<file path="src/rtl/hub_pkg.sv">
package hub_pkg;
    localparam int NCORE = 8;
    localparam int IDW   = $clog2(NCORE);

    typedef logic [IDW-1:0] core_id_t;

    typedef struct packed {
        core_id_t slot;
        logic     data_clk;
        core_id_t owner;
    } slot_state_t;

    function automatic core_id_t next_slot(core_id_t cur, logic short_scan, core_id_t top);
        core_id_t last;
        last = short_scan ? top : core_id_t'(NCORE - 1);
        return (cur >= last) ? '0 : core_id_t'(cur + 1'b1);
    endfunction
endpackage

</file>
<file path="src/rtl/hub_donate.sv">
module hub_donate
    import hub_pkg::*;
(
    input  core_id_t              slot,
    input  logic [NCORE-1:0]      en,
    output core_id_t              owner
);
    logic [NCORE-1:0] keeps;

    for (genvar i = 0; i < NCORE; i++) begin : g_keep
        if (i == 0) begin : g_zero
            assign keeps[i] = 1'b1;
        end else begin : g_other
            assign keeps[i] = en[i];
        end
    end

    always_comb begin
        owner = keeps[slot] ? slot : '0;
    end
endmodule

</file>
<file path="src/rtl/hub_slot_seq.sv">
module hub_slot_seq
    import hub_pkg::*;
(
    input  logic             clk,
    input  logic             rst,
    input  logic [NCORE-1:0] core_en,
    input  logic             short_scan,
    input  core_id_t         top_id,
    output slot_state_t      st
);
    core_id_t upcoming;
    core_id_t upcoming_owner;

    always_comb begin
        upcoming = next_slot(st.slot, short_scan, top_id);
    end

    hub_donate u_donate (
        .slot  (upcoming),
        .en    (core_en),
        .owner (upcoming_owner)
    );

    always_ff @(posedge clk) begin
        if (rst) begin
            st <= '{slot: '0, data_clk: 1'b0, owner: '0};
        end else if (st.data_clk) begin
            st.slot     <= upcoming;
            st.owner    <= upcoming_owner;
            st.data_clk <= 1'b0;
        end else begin
            st.data_clk <= 1'b1;
        end
    end
endmodule

</file>
<file path="src/rtl/hub_mem.sv">
module hub_mem #(
    parameter int AW = 4,
    parameter int DW = 8
) (
    input  logic          clk,
    input  logic          rst,
    input  logic          access,
    input  logic          write,
    input  logic [AW-1:0] addr,
    input  logic [DW-1:0] wdata,
    output logic [DW-1:0] rdata,
    output logic          rvalid
);
    localparam int DEPTH = 1 << AW;

    logic [DW-1:0] store [DEPTH];

    always_ff @(posedge clk) begin
        if (access && write) begin
            store[addr] <= wdata;
        end
        if (access && !write) begin
            rdata <= store[addr];
        end
    end

    always_ff @(posedge clk) begin
        if (rst) begin
            rvalid <= 1'b0;
        end else begin
            rvalid <= access && !write;
        end
    end
endmodule

</file>
<file path="src/rtl/hub_slot_arbiter.sv">
module hub_slot_arbiter
    import hub_pkg::*;
#(
    parameter int AW = 4,
    parameter int DW = 8
) (
    input  logic                clk,
    input  logic                rst,
    input  logic [NCORE-1:0]    core_en,
    input  logic                short_scan,
    input  logic [IDW-1:0]      top_id,
    input  logic [NCORE-1:0]    req,
    input  logic [NCORE-1:0]    req_we,
    input  logic [NCORE*AW-1:0] req_addr,
    input  logic [NCORE*DW-1:0] req_wdata,
    output logic [NCORE-1:0]    grant,
    output logic [IDW-1:0]      owner,
    output logic [IDW-1:0]      slot_idx,
    output logic [DW-1:0]       rd_data,
    output logic                rd_valid
);
    slot_state_t   st;
    logic          grant_clk;
    logic          access;
    logic          sel_we;
    logic [AW-1:0] sel_addr;
    logic [DW-1:0] sel_wdata;

    hub_slot_seq u_seq (
        .clk        (clk),
        .rst        (rst),
        .core_en    (core_en),
        .short_scan (short_scan),
        .top_id     (top_id),
        .st         (st)
    );

    assign grant_clk = !st.data_clk;
    assign owner     = st.owner;
    assign slot_idx  = st.slot;

    for (genvar i = 0; i < NCORE; i++) begin : g_grant
        assign grant[i] = grant_clk && (st.owner == core_id_t'(i)) && req[i];
    end

    always_comb begin
        access    = |grant;
        sel_we    = req_we[st.owner];
        sel_addr  = req_addr[st.owner*AW +: AW];
        sel_wdata = req_wdata[st.owner*DW +: DW];
    end

    hub_mem #(.AW(AW), .DW(DW)) u_mem (
        .clk    (clk),
        .rst    (rst),
        .access (access),
        .write  (sel_we),
        .addr   (sel_addr),
        .wdata  (sel_wdata),
        .rdata  (rd_data),
        .rvalid (rd_valid)
    );
endmodule

</file>
<file path="config.mk">
export PLATFORM = sky130hd
export DESIGN_NAME = hub_slot_arbiter
export DESIGN_NICKNAME = d
export VERILOG_FILES = /design/src/rtl/hub_pkg.sv /design/src/rtl/hub_donate.sv /design/src/rtl/hub_slot_seq.sv /design/src/rtl/hub_mem.sv /design/src/rtl/hub_slot_arbiter.sv
export SDC_FILE = /design/constraint.sdc
export NUM_CORES = 1
export LEC_CHECK = 0
export ABC_CLOCK_PERIOD_IN_PS = 3300
export BUFFER_PORTS_ARGS = -buffer_cell sky130_fd_sc_hd__buf_2
export CAP_MARGIN = 20
export CORE_UTILIZATION = 40
export CTS_BUF_LIST = sky130_fd_sc_hd__clkbuf_4 sky130_fd_sc_hd__clkbuf_8 sky130_fd_sc_hd__clkbuf_16
export DETAILED_ROUTE_END_ITERATION = 7
export GPL_TIMING_DRIVEN = 1
export HOLD_SLACK_MARGIN = 0.03
export SYNTH_ARGS = -nofsm -noshare
export SYNTH_HDL_FRONTEND = slang
export SYNTH_SLANG_ARGS = --single-unit
</file>
<file path="constraint.sdc">
create_clock -name clk -period 3.3 [get_ports clk]
set_input_delay 0.66 -clock clk [delete_from_list [all_inputs] [get_ports clk]]
set_output_delay 0.66 -clock clk [all_outputs]
set_load 0.005 [all_outputs]
</file>
---- Word level (Yosys, flattened, before mapping) ----
Memory sizes are Yosys's and may differ from the RTL's. A register that Yosys moved wholly into a read port is not among the register bits.
Index checks and enable logic that the tools add are counted.
Widths: inputs -> output; s select.
storage, ports and cells
  bits in registers ....................... 8
  bits of input ports ..................... 126
  word-level logic and storage cells ...... 50
  memory bits (writable) .................. 128
  output and inout bits ................... 23
  memories ................................ 1
memory list
  name         depth  width  rd ports  clocked after Yosys merged registers in  wr ports  RTL line       source
  u_mem.store  16     8      1         1                                        1         hub_mem.sv:16  logic [DW-1:0] store [DEPTH];
operators by class
  add/subtract/negate cells ............... 1
  muxes and demuxes ....................... 10
  equality and inequality tests ........... 7
  $lt $le $gt $ge ......................... 3
  reductions and logical operators ........ 22
  shifts and indexed selects .............. 2
operators by type and width
  cell                 number
  $shiftx 64x7->8      1
  $shiftx 32x6->4      1
  $logic_and 1x1->1    18
  $eq 3x3->1 const B   4
  $mux 3               3
  $lt 3x4->1 const B   2
  $reduce_or 8->1      1
  $bmux 1 s3           2
  $eq 3x2->1 const B   2
  $mux 1               5
  $add 3x1->3 const B  1
  $eq 3x1->1 const B   1
  $ge 3x3->1           1
  $logic_not 3->1      1
  $logic_not 1->1      2

---- Depth between registers and ports, before layout ----
  depth in word-level cells ............... 7
  depth in mapped cells ................... 9

---- Modules after synthesis ----
From an unflattened synthesis, not the netlist that was laid out.
unflattened totals
  cell total of the unflattened synthesis .. 418
  area total of the unflattened synthesis .. 6839.1 sq um
modules (own cells, without submodules)
  module            area an instance (sq um)  cells an instance  times used
  hub_mem           5263.8                    236                1
  hub_slot_arbiter  1071.0                    126                1
  hub_slot_seq      417.9                     44                 1
  hub_donate        86.3                      12                 1

---- Worst setup path before layout ----
Ideal clock, no wire load.
  kind .................................... input -> register
  from .................................... input port req_addr[28]
  to ...................................... memory u_mem.store[11][0] (enable)
  buffers on the path ..................... 2
  data arrival time ....................... 2486 ps
  setup time .............................. 373 ps
  cell stages on the path ................. 6
  path slack .............................. 441 ps
  path through ............................ mux2i_1 mux4_2 buf_6 buf_6 or4_1 nor2b_1
on the way
  longest elaborated chain between the ends .. 1
RTL lines
  item             RTL line                source
  from (decl)      hub_slot_arbiter.sv:14  input logic [NCORE*AW-1:0] req_addr,
  $shiftx 32x6->4  hub_slot_arbiter.sv:49  sel_addr = req_addr[st.owner*AW +: AW];
  to (decl)        hub_mem.sv:16
No other way between the ends.

---- Worst setup path in the final report ----
  from .................................... register u_seq.st[1] (netlist name)
  to ...................................... register u_mem.rdata[0] (read register of u_mem.store) (data pin)
on the way
  longest elaborated chain between the ends .. 5
  elaborated cells on any way between the ends .. 30
RTL lines
  item                                                                     RTL line       source
  parallel branches: the longest is 5 deep, another holds $shiftx 32x6->4  -
  to (decl)                                                                hub_mem.sv:11  output logic [DW-1:0] rdata,
Parallel ways; which one is timed is not known. The select of a mux whose other input is x is not followed.
A chain may end at the register's enable or synchronous reset.

==> run summary <==
### Outcome
• complete, no violations — run status

### Yosys
• sky130_fd_sc_hd__edfxtp_1, sky130_fd_sc_hd__mux4_2, sky130_fd_sc_hd__mux4_1 — top post-synthesis cells by area
• 372 — post-synthesis instance total
• 502 — Net Count, Synth
• 6.12% — post-synthesis simple-gate area fraction
• 63.4% — fraction of the yosys area taken by sequential cells
• 61.0% — fraction of synthesized cell area taken by the top area cell type
• sky130_fd_sc_hd__edfxtp_1 — most frequently used cell type in the post-synthesis netlist
• 22.7% — portion of netlist area occupied by mux cells
• 18.0 um2 — Synth Area per Inst
• 0 — total number of yosys warnings
• sky130_fd_sc_hd__edfxtp_1 — Top FF cell, synth
• 0.748% — adder-cell share of the synthesized area
• 0.00669 mm2 — cell area after technology mapping
• 3.87% — compound-gate portion of the synthesized area
• 0% — fraction of synthesis flops using an asynchronous set or reset pin
• sky130_fd_sc_hd__edfxtp_1 — most area-hungry cell type in the Yosys netlist
• 136 — count of flip-flops with a built-in enable after synthesis
• 38 — post-synthesis cell type count
• 144 — post-synthesis register bit count
• sky130_fd_sc_hd__edfxtp_1, sky130_fd_sc_hd__mux4_2, sky130_fd_sc_hd__nand2_1, sky130_fd_sc_hd__nor2b_1, sky130_fd_sc_hd__a22oi_1 — Post-synth top cells
• multiplexers — largest family of logic cells by synthesized area
• 0.131% — xor/xnor share of the synthesized area

### CTS
• 0 — hold-fix buffer count after cts
• 4 — H-Tree Depth
• 0.06 ns — clock edge transition at the registers on the reported setup and hold paths
• 0 — buffers inserted by post-CTS timing repair
• 2 — Clock Tree Buf Depth
• 17 — number of CTS-inserted buffers
• built — TritonCTS clock tree
• 0.41 ns — clk_lat worst skew
• sky130_fd_sc_hd__clkbuf_16 — root buffer cell
• 0 — number of resized instances in the post-cts repair step
• 144 — sink count of the clock tree

### Routing
• 14700 um — post-detailed-routing wire length
• 5.28 — routed via count divided by cell count
• 19.2 um — wire length per cell
• 4052 — total number of vias
• 229 — drt initial violations
• 5 — DRT Pass-1 Iters
• 0 — DRC violations left
• 0 — remaining antenna violation count

### Placement
• 0.810 — gpl congestion
• 0.00773 mm2 — placed cell area
• 0.336 ns — pre-CTS setup slack
• 10700 um — total half-perimeter wirelength after legalization and detailed placement
• 147 — count of input and output buffers

### Setup path
• flip-flop to flip-flop — critical path start-end classification
• 3.45 ns — CP Data Required Time
• buf_4 > mux2i_1 > mux4_2 > buf_4 > mux4_2 > a22oi_1 > nand2_1 — cell-by-cell trace of the critical path
• 0.73 ns — largest stage delay on the critical path
• 35 — biggest fanout along the worst timing path
• 3.09 ns — WP data arrival
• flip-flop — element type at the critical path end
• 7 — depth of the worst register-to-register path
• flip-flop — sort of element at the start of the critical path
• sky130_fd_sc_hd__dfxtp_1 — critical-path cell with the highest stage delay

### Timing
• 0 — final-report max-slew violation count
• 0.00489 ns — Layout Skew
• 0.653 ns — slew at the pin closest to its max-slew limit
• 56.1% — Worst slew margin
• 89.0% — portion of the clock cycle consumed by the worst path in the final layout
• 0.341 GHz — Max Fclk
• 0 — Setup Viol. Count Final
• 0.363 ns — Worst Slack Setup Final
• false — setup repair after global routing missed its margin
• 2.94 ns — min Tclk post-route
• 0 — count of final hold-check violations
• 0 ns — aggregate negative setup slack

### Power and ir drop
• 989 uW — net switching power of the design
• 3.45 mW — Cell Int Power
• 4.44 mW — Total Power Consumption
• 3.02 nW — standby leakage power
• 536 mW/mm2 — total power density per cell area
• 40.0% — power share of the clock group
• 22.3% — switching part of the total power
• 47.2% — power share of the sequential group
• 12.8% — Gate power share
• 0.367 mV — worst ir drop on vdd

### Final layout
• 668 — nets
• 48.6% — share of final-layout standard cells stronger than drive strength 1
• 0 — diode insertion count for antenna repair
• 1406 — number of fill cells
• 0.00829 mm2 — final std cell area, no fill
• 51.5% — final core utilization
• 24.0% — area growth from synthesis to layout

### Worst hold path
• input port to flip-flop — Tightest Hold Check Type
• 2 — worst hold stages

### GRT
• 23300 um — global-route wire length before repair
• 36 — pin count of the biggest net entering global routing
• 0 — Remaining Overflow, GRT
• 18.1% — total global-route track usage
• 0 — number of antenna violations at the first check in global routing
• 4336 — number of global-route vias before repair

### Die
• 131 um — Die Width
• 46 — FP Rows
• 131 um — floorplan die height
• 149 — boundary pin count
• 41.5% — initial core utilization
• 0.0172 mm2 — overall die area
• 0.0161 mm2 — core box area

### Run
• 0 — Max-cap violations

[power by group through the flow]
stage / logic (mW) / registers (mW) / clock network (mW)
2_1_floorplan: 0.389 / 2.12 / 0
3_3_place_gp: 0.564 / 2.13 / 0
3_5_place_dp: 0.579 / 2.14 / 0
4_1_cts: 0.580 / 2.10 / 1.80
5_1_grt: 0.625 / 2.10 / 1.89
6_report: 0.571 / 2.10 / 1.78
[worst paths after layout]
check	endpoint	slack, ns	startpoint
hold reg to reg	u_seq.st[6]	0.55	u_seq.st[6]
setup / recovery	u_mem.rdata[0]	0.36	u_seq.st[1]
hold / removal	u_mem.rvalid	0.54	rst
setup reg to reg	u_mem.rdata[0]	0.36	u_seq.st[1]
[sequential cells by signal, summed over array words and instances, names as in the netlist]
signal,flops
u_mem.rdata,8
u_mem.rvalid,1
u_mem.store,128
u_seq.st,7
[cell type report]
cell class | count | area, um2 | area share (%)
Timing Repair Buffer | 177 | 961 | 11.6
Sequential cell | 144 | 4250 | 51.2
Multi-Input combinational cell | 196 | 2250 | 27.1
Clock inverter | 10 | 86.3 | 1.04
Tap cell | 216 | 270 | 3.26
Inverter | 2 | 7.51 | 0.0905
Clock buffer | 22 | 475 | 5.73
[placed cells by master, fill, tap and decap left out, types with 2 or more instances in the layout]
cell type and count:
sky130_fd_sc_hd__a21o_1 3, sky130_fd_sc_hd__a21oi_1 6, sky130_fd_sc_hd__a22oi_1 16, sky130_fd_sc_hd__buf_2 147
sky130_fd_sc_hd__buf_4 30, sky130_fd_sc_hd__clkbuf_16 17, sky130_fd_sc_hd__clkbuf_4 3, sky130_fd_sc_hd__clkbuf_8 2
sky130_fd_sc_hd__clkinv_2 5, sky130_fd_sc_hd__clkinvlp_4 3, sky130_fd_sc_hd__dfxtp_1 7, sky130_fd_sc_hd__edfxtp_1 136
sky130_fd_sc_hd__ha_1 4, sky130_fd_sc_hd__inv_1 2, sky130_fd_sc_hd__mux2_2 8, sky130_fd_sc_hd__mux2i_1 14
sky130_fd_sc_hd__mux4_1 8, sky130_fd_sc_hd__mux4_2 48, sky130_fd_sc_hd__nand2_1 18, sky130_fd_sc_hd__nand2b_1 7
sky130_fd_sc_hd__nand3_1 2, sky130_fd_sc_hd__nand3b_1 5, sky130_fd_sc_hd__nor2_1 15, sky130_fd_sc_hd__nor2b_1 18
sky130_fd_sc_hd__nor3b_1 3, sky130_fd_sc_hd__o21ai_0 4, sky130_fd_sc_hd__o41ai_1 2, sky130_fd_sc_hd__or3b_2 2
sky130_fd_sc_hd__or4_1 2
[layer usage]
| layer | routed length [um] | part of all wire, % | GRT usage [%] | vias to the layer above |
|---|---|---|---|---|
| met5 | 0 | 0 | 0 | - |
| met4 | 242 | 1.6 | 7.04 | 0 |
| met3 | 703 | 4.8 | 3.74 | 18 |
| met2 | 7660 | 52 | 31.6 | 136 |
| met1 | 6130 | 42 | 21.9 | 2036 |
| li1 | - | - | - | 1862 |
[kinds of logic (layout without fill, tap and decap cells)]
family                     count (synthesis)  in the layout
muxes                                     78             78
xor gates and xnor gates                   1              1
buffers and inverters                     32            211
AOI/OAI and AO/OA                         37             37
DFF                                      144            144
adders and majority gates                  4              4
and+or+nand+nor                           76             76
[critical path, delay by kind of cell (launching register included)]
kind,cells,cell delay [ns]
AOI/OAI and AO/OA,1,0.31
and+or+nand+nor,1,0.09
DFF,1,0.73
muxes,3,0.84
buffers and inverters,2,0.68
[per-stage QoR]
stage,cells,hold WS [ns]
2_1_floorplan,372,0.481
3_3_place_gp,735,0.521
3_5_place_dp,735,0.541
4_1_cts,767,0.518
5_1_grt,767,0.532
6_report,767,0.539
Power figures use the tool's default switching activity.
